$ cat src/rtl/lockout_seq_pkg.sv
package lockout_seq_pkg;
   typedef enum logic [1:0] {SS_OFF, SS_RAMP, SS_RUN} ss_state_t;
   typedef logic [1:0] ilim_code_t;
   localparam ilim_code_t ILIM_FIRST = 2'd0;
   localparam ilim_code_t ILIM_LAST_RAMP = 2'd2;
endpackage

$ cat src/rtl/supply_hyst.sv
module supply_hyst #(
   parameter int LVL_W     = 8,
   parameter int RISE_TH   = 145,
   parameter int FALL_TH   = 135,
   parameter bit USE_FLAGS = 1'b0
) (
   input  logic             clk,
   input  logic             rst_n,
   input  logic [LVL_W-1:0] lvl,
   input  logic             flag_above,
   input  logic             flag_below,
   output logic             good
);
   logic set_c, clr_c;

   if (USE_FLAGS) begin : g_flags
      logic [LVL_W-1:0] unused_lvl;
      assign unused_lvl = lvl;
      assign set_c = flag_above;
      assign clr_c = flag_below;
   end else begin : g_level
      localparam logic [LVL_W-1:0] RISE_C = LVL_W'(RISE_TH);
      localparam logic [LVL_W-1:0] FALL_C = LVL_W'(FALL_TH);
      logic unused_flags;
      assign unused_flags = flag_above ^ flag_below;
      assign set_c = (lvl > RISE_C);
      assign clr_c = (lvl < FALL_C);
   end

   always_ff @(posedge clk or negedge rst_n) begin
      if (!rst_n)                good <= 1'b0;
      else if (!good && set_c)   good <= 1'b1;
      else if (good && clr_c)    good <= 1'b0;
   end
endmodule

$ cat src/rtl/buck_softstart.sv
module buck_softstart
   import lockout_seq_pkg::*;
#(
   parameter int STEP_TICKS = 64
) (
   input  logic       clk,
   input  logic       rst_n,
   input  logic       good,
   input  logic       en_pin,
   input  logic       tick,
   output logic       on,
   output ilim_code_t ilim
);
   localparam int CNT_W = (STEP_TICKS > 2) ? $clog2(STEP_TICKS) : 1;
   localparam logic [CNT_W-1:0] CNT_LAST = CNT_W'(STEP_TICKS - 1);

   ss_state_t        st;
   ilim_code_t       step;
   logic [CNT_W-1:0] cnt;
   logic             pin_q;
   logic             keep;

   assign keep = en_pin && good;

   always_ff @(posedge clk or negedge rst_n) begin
      if (!rst_n) begin
         st    <= SS_OFF;
         step  <= ILIM_FIRST;
         cnt   <= '0;
         pin_q <= 1'b0;
      end else begin
         pin_q <= en_pin;
         case (st)
            SS_OFF: begin
               step <= ILIM_FIRST;
               cnt  <= '0;
               if (en_pin && !pin_q && good) st <= SS_RAMP;
            end
            SS_RAMP: begin
               if (!keep) begin
                  st   <= SS_OFF;
                  step <= ILIM_FIRST;
                  cnt  <= '0;
               end else if (tick) begin
                  if (cnt == CNT_LAST) begin
                     cnt  <= '0;
                     step <= step + 2'd1;
                     if (step == ILIM_LAST_RAMP) st <= SS_RUN;
                  end else begin
                     cnt <= cnt + 1'b1;
                  end
               end
            end
            default: begin
               if (!keep) begin
                  st   <= SS_OFF;
                  step <= ILIM_FIRST;
                  cnt  <= '0;
               end
            end
         endcase
      end
   end

   assign on   = (st != SS_OFF);
   assign ilim = step;
endmodule

$ cat src/rtl/supply_lockout_seq.sv
module supply_lockout_seq
   import lockout_seq_pkg::*;
#(
   parameter int LVL_W      = 8,
   parameter int RISE_TH    = 145,
   parameter int FALL_TH    = 135,
   parameter bit USE_FLAGS  = 1'b0,
   parameter int N_BUCK     = 2,
   parameter int N_LDO      = 2,
   parameter int STEP_TICKS = 64
) (
   input  logic                      clk,
   input  logic                      rst_n,
   input  logic [LVL_W-1:0]          sup_lvl,
   input  logic                      sup_above,
   input  logic                      sup_below,
   input  logic [N_BUCK+N_LDO-1:0]   en_pin,
   input  logic                      step_tick,
   output logic [N_BUCK+N_LDO-1:0]   en_out,
   output logic [2*N_BUCK-1:0]       ilim,
   output logic [N_BUCK-1:0]         dischg
);
   localparam int N_REG = N_BUCK + N_LDO;

   if (FALL_TH >= RISE_TH) begin : g_bad_th
      initial $error("supply_lockout_seq: FALL_TH must be below RISE_TH");
   end
   if (STEP_TICKS < 2) begin : g_bad_step
      initial $error("supply_lockout_seq: STEP_TICKS must be at least 2");
   end
   if (N_BUCK < 1) begin : g_bad_nb
      initial $error("supply_lockout_seq: N_BUCK must be at least 1");
   end

   logic good_w;

   supply_hyst #(
      .LVL_W(LVL_W), .RISE_TH(RISE_TH), .FALL_TH(FALL_TH), .USE_FLAGS(USE_FLAGS)
   ) u_hyst (
      .clk(clk), .rst_n(rst_n), .lvl(sup_lvl),
      .flag_above(sup_above), .flag_below(sup_below), .good(good_w)
   );

   for (genvar b = 0; b < N_BUCK; b++) begin : g_buck
      logic       seq_on;
      ilim_code_t seq_ilim;
      buck_softstart #(.STEP_TICKS(STEP_TICKS)) u_ss (
         .clk(clk), .rst_n(rst_n), .good(good_w), .en_pin(en_pin[b]),
         .tick(step_tick), .on(seq_on), .ilim(seq_ilim)
      );
      assign en_out[b]       = seq_on && good_w;
      assign ilim[2*b +: 2]  = en_out[b] ? seq_ilim : ILIM_FIRST;
      assign dischg[b]       = !en_out[b];
   end

   for (genvar k = N_BUCK; k < N_REG; k++) begin : g_ldo
      assign en_out[k] = en_pin[k] && good_w;
   end
endmodule

$ cat config.mk
export PLATFORM = sky130hd
export DESIGN_NAME = supply_lockout_seq
export DESIGN_NICKNAME = d
export VERILOG_FILES = /design/src/rtl/lockout_seq_pkg.sv /design/src/rtl/supply_hyst.sv /design/src/rtl/buck_softstart.sv /design/src/rtl/supply_lockout_seq.sv
export SDC_FILE = /design/constraint.sdc
export NUM_CORES = 1
export LEC_CHECK = 0
export ABC_CLOCK_PERIOD_IN_PS = 2300
export BUFFER_PORTS_ARGS = -buffer_cell sky130_fd_sc_hd__buf_4
export CORE_ASPECT_RATIO = 0.75
export CORE_UTILIZATION = 55
export DETAILED_ROUTE_END_ITERATION = 8
export PLACE_DENSITY = 0.86
export SLEW_MARGIN = 20
export SYNTH_ARGS = -nofsm -noshare
export SYNTH_HDL_FRONTEND = slang
export SYNTH_SLANG_ARGS = --single-unit
$ cat constraint.sdc
create_clock -name clk -period 2.3 [get_ports clk]
set_clock_uncertainty 0.05 [all_clocks]
set_input_delay 0.23 -clock clk [delete_from_list [all_inputs] [get_ports clk]]
set_output_delay 0.23 -clock clk [all_outputs]
set_load 0.03 [all_outputs]
# Yosys cells after proc, flatten, opt, wreduce, memory -nomap -nowiden
# Cells that the tools add are included.
# Widths: inputs -> output; s select.
dict set report totals {
  regBits 23
  inputBits 17
  output_inout_bits 10
  word_cells 95
}
dict set report op_classes {
  n_addsub 4
  magnitude_cmp 2
  eq_ne 16
  mux 36
  reduce_logical 28
}
# cell count
set ops {}
lappend ops {{$mux 6} 8}
lappend ops {{$mux 2} 20}
lappend ops {{$ne 3x3->1 const B} 8}
lappend ops {{$pmux 6 s2} 2}
lappend ops {{$pmux 2 s2} 4}
lappend ops {{$add 6x1->6 const B} 2}
lappend ops {{$eq 6x6->1 const B} 2}
lappend ops {{$logic_and 1x1->1} 12}
lappend ops {{$reduce_and 5->1} 2}
lappend ops {{$gt 8x8->1 const B} 1}
lappend ops {{$lt 8x8->1 const B} 1}
lappend ops {{$reduce_and 3->1} 2}
lappend ops {{$reduce_bool 2->1} 3}
lappend ops {{$logic_not 1->1} 5}
lappend ops {{$add 2x1->2 const B} 2}
lappend ops {{$eq 2x1->1 const B} 2}
lappend ops {{$eq 2x2->1 const B} 2}
lappend ops {{$logic_not 2->1} 2}
lappend ops {{$ne 2x1->1 const B} 2}
lappend ops {{$reduce_and 2->1} 2}
lappend ops {{$mux 1} 2}

# Logic depth before layout (Yosys ltp)
dict set report logic_depth {
  depth_word 6
  depth_mapped 5
}

# Hierarchy
# From an unflattened synthesis, not the netlist that was laid out.
dict set report hier_totals {
  hier_cells 135
  hier_area_um2 1316.3
}
# module instances cells_per_inst area_per_inst_um2
set modules_own_cells {}
lappend modules_own_cells {buck_softstart 2 59 593.1}
lappend modules_own_cells {supply_hyst 1 7 67.6}
lappend modules_own_cells {supply_lockout_seq 1 10 62.6}

# Least setup slack after synthesis
# OpenSTA, ideal clock, no wires.
dict set report synth_path {
  kind {register to output}
  startpoint {register g_buck[1].u_ss.st[1]}
  endpoint {output port ilim[3]}
  arrival_ns 1.982
  t_required_ns 2.020
  slack_ns 0.038
  stages_incl_launch_ff 4
  path_buffers 0
  path_cell_list {dfrtp_1 o21ai_0 inv_1 and2_1}
}
dict set report synth_between {
  elab_chain_len 3
}
# item line_no
set synth_lines {}
lappend synth_lines {{start: declaration} buck_softstart.sv:17} ;# ss_state_t st;
lappend synth_lines {{start signal: assignment} buck_softstart.sv:27} ;# st <= SS_OFF;
lappend synth_lines {{start signal: assignment} buck_softstart.sv:37} ;# if (en_pin && !pin_q && good) st <= SS_RAMP;
lappend synth_lines {{start signal: assignment} buck_softstart.sv:41} ;# st <= SS_OFF;
lappend synth_lines {{$reduce_bool 2->1} buck_softstart.sv:65} ;# assign on = (st != SS_OFF);
lappend synth_lines {{$logic_and 1x1->1} supply_lockout_seq.sv:51} ;# assign en_out[b] = seq_on && good_w;
lappend synth_lines {{named net en_out[1]} supply_lockout_seq.sv:19} ;# output logic [N_BUCK+N_LDO-1:0] en_out,
lappend synth_lines {{$mux 2} supply_lockout_seq.sv:52} ;# assign ilim[2*b +: 2] = en_out[b] ? seq_ilim : ILIM_FIRST;
lappend synth_lines {{end: declaration} supply_lockout_seq.sv:20} ;# output logic [2*N_BUCK-1:0] ilim,
# The timed path passes the listed nets, and every way through them passes these cells.

# Worst setup path after layout
dict set report layout_path {
  startpoint {register g_buck[0].u_ss.st[0]}
  endpoint {output port ilim[1]}
}
dict set report layout_between {
  elab_chain_len 3
}
# item line_no
set layout_lines {}
lappend layout_lines {{start: declaration} buck_softstart.sv:17}
lappend layout_lines {{start signal: assignment} buck_softstart.sv:27}
lappend layout_lines {{start signal: assignment} buck_softstart.sv:37}
lappend layout_lines {{start signal: assignment} buck_softstart.sv:41}
lappend layout_lines {{$reduce_bool 2->1} buck_softstart.sv:65}
lappend layout_lines {{$logic_and 1x1->1} supply_lockout_seq.sv:51}
lappend layout_lines {{$mux 2} supply_lockout_seq.sv:52}
# No other way between the ends.

==> reports/metrics.csv <==
metric,value,unit
ys flop type,dfrtp_1,
ANT cells,0,
fmax,0.530,GHz
worst-margin pin slew,0.527,ns
cts repair resizes,0,
CTS tree,yes,
Combinational Power Share,0.104,
CORE AREA,0.00207,mm²
gr usage total,0.248,
Post-DRT Antenna Nets,0,
setup TNS,0,ns
Slew headroom,0.648,
vias post-DR,1099,
layout net count,189,
total power,665,µW
Net Switching,154,µW
Die ar.,0.00244,mm²
most frequent cells in the layout,"25 x buf_4, 23 x dfrtp_1, 15 x o21ai_0, 15 x nand2_1, 14 x nor2_1",
Die Y-Extent,43.0,µm
Worst Path Required,2.02,ns
clk root buf,clkbuf_4,
layout cells sized above 1,0.210,
DRC,8,
synthesized area,0.00123,mm²
Critical Path Fanout Max,7,
"CTS clk-pin slew, worst paths",0.11,ns
post-synthesis sequential area ratio,0.467,
Syn Area/Cell,9.07,µm²
Clock power frac,0.269,
Slew Limit Fails,0,
CTS buffer count,3,
leakage,0.000717,µW
Initial DRT Pass Iterations,6,
Placement Rows,14,
final-report hold violation count,0,
register bit total from synthesis,23,
clk buf depth,2,
syn_nets,157,
I/O Pins,27,
clock sinks,23,
CTS H-Tree Depth,1,
Setup crit start kind,register,
RSZ-0062 raised after global routing,false,
"Clk Latency, worst-skew pair",0.31,ns
Tmin final,1.89,ns
part of the power in registers,0.626,
count of flip-flops with a built-in enable after synthesis,0,
vias per cell,5.75,
period utilization,0.821,
crit end category,primary output,
First DRT Iteration DRCs,67,
# fillers,156,
Synth Instances,136,
Routed WL,2.63,mm
worst hold slack,0.0916,ns
Pint,511,µW
initial core utilization,0.597,
worst min path class,in2reg,
DP Wirelength,1.99,mm
RePlAce Congestion,0.841,
Max-cap violations,0,
first-pass GRT wire length,4.57,mm
fraction of registers with async set/reset,1.00,
WL/cell,13.8,µm
Net Sw Frac,0.232,
yosys warns,0,
final setup fails,0,
violations in the final reports,design-rule violations,
Worst VDD drop,0.283,mV
PortBufs,24,
antenna violations before repair,0,
Post-CTS Setup Bufs,0,
vias in the first global route,1101,
area grow syn2layout,21.8,%
critical path class,reg2out,
largest net degree at the start of global routing,24,
GR Overflow Total,0,
"most common cell after layout, fill and taps aside",buf_4,
Pwr Density,443,mW/mm²
Die Wd,56.7,µm
status,finished with violations,
Netlist cell types,34,
CP arrival,1.61,ns
synth_stat cells, types with 2 or more instances:
cell / n / area (µm²)
nand3_1: 9 / 45.0
nor2_1: 14 / 52.6
nor2b_1: 3 / 18.8
nor3_1: 3 / 15.0
mux2_2: 2 / 22.5
ha_1: 4 / 50.1
a21oi_1: 6 / 30.0
inv_1: 8 / 30.0
dfrtp_1: 23 / 576
nand4_1: 3 / 18.8
a311oi_1: 3 / 26.3
o21ai_0: 15 / 75.1
o21bai_1: 2 / 15.0
a22o_1: 3 / 26.3
and2_1: 4 / 25.0
nand2_1: 15 / 56.3
and3_1: 2 / 12.5
sequential cells by signal, summed over array words and instances (netlist names):
signal             flops
g_buck.u_ss.cnt       12
g_buck.u_ss.st         4
g_buck.u_ss.pin_q      2
g_buck.u_ss.ilim       4
u_hyst.good            1
final timing paths:
path                            depth (start not counted)  slack, ns              startpoint                     end
max in group asynchronous                               2       1.70                   rst_n   g_buck[0].u_ss.cnt[3]
worst min-delay path                                    2       0.09              sup_lvl[7]             u_hyst.good
worst min register to register                          1       0.42  g_buck[1].u_ss.ilim[0]  g_buck[1].u_ss.ilim[0]
worst max register to register                          5       0.55   g_buck[1].u_ss.cnt[0]   g_buck[1].u_ss.cnt[0]
worst max-delay path                                    4       0.41    g_buck[0].u_ss.st[0]                 ilim[1]
min in group asynchronous                               2       0.28                   rst_n    g_buck[1].u_ss.st[0]
metrics by stage:
stage	cell area, µm²	setup slack, ns	utilization	std cells
floorplan	1230	0.0382	-	136
finish	1500	0.413	0.727	191
CTS	1500	0.420	0.727	191
detailed placement	1450	0.569	0.700	184
global placement	1450	0.662	0.700	184
global route	1500	0.333	0.727	191
metal layers:
layer	vias to the layer above	share of wire	GRT usage
met5	-	0	0
met3	2	0.068	0.0732
met4	0	0.0049	0.0550
met2	39	0.45	0.398
li1	552	-	-
met1	506	0.48	0.335
final cells by class:
cell class / instances / area, µm² / share of cell area
clock buffers: 4 / 26.3 / 0.0175
flip-flops and latches: 23 / 576 / 0.383
well taps: 24 / 30.0 / 0.0200
repair buffers: 28 / 218 / 0.145
inverters: 8 / 30.0 / 0.0200
multi-input cells: 104 / 623 / 0.415
power by group through the flow:
| stage | Combinational [µW] | Sequential, µW | Clock (µW) |
|---|---|---|---|
| 2_1_floorplan | 27.5 | 422 | 0 |
| 3_3_place_gp | 63.7 | 424 | 0 |
| 3_5_place_dp | 65.9 | 425 | 0 |
| 4_1_cts | 70.0 | 417 | 185 |
| 5_1_grt | 76.5 | 418 | 206 |
| 6_report | 69.5 | 417 | 179 |
what timing repair did:
action                                  4_1_cts  5_1_grt
endpoints found under the setup margin        0        0
hold endpoints to repair                     25        0
hold buffers                                  3        0
critical path: stages, from the launching register on:
cell and delay, ns:
dfrtp_1 0.47, o21ai_0 0.40, inv_1 0.10, and2_1 0.17, buf_4 0.16
kinds of logic after synthesis:
logic type | count (synthesis) | synth area share
simple gates | 60 | 0.248
buf+inv | 9 | 0.0284
fa+ha+maj | 4 | 0.0406
flops | 23 | 0.467
compound gates | 38 | 0.198
mux | 2 | 0.0183
Power figures use the tool's default switching activity.
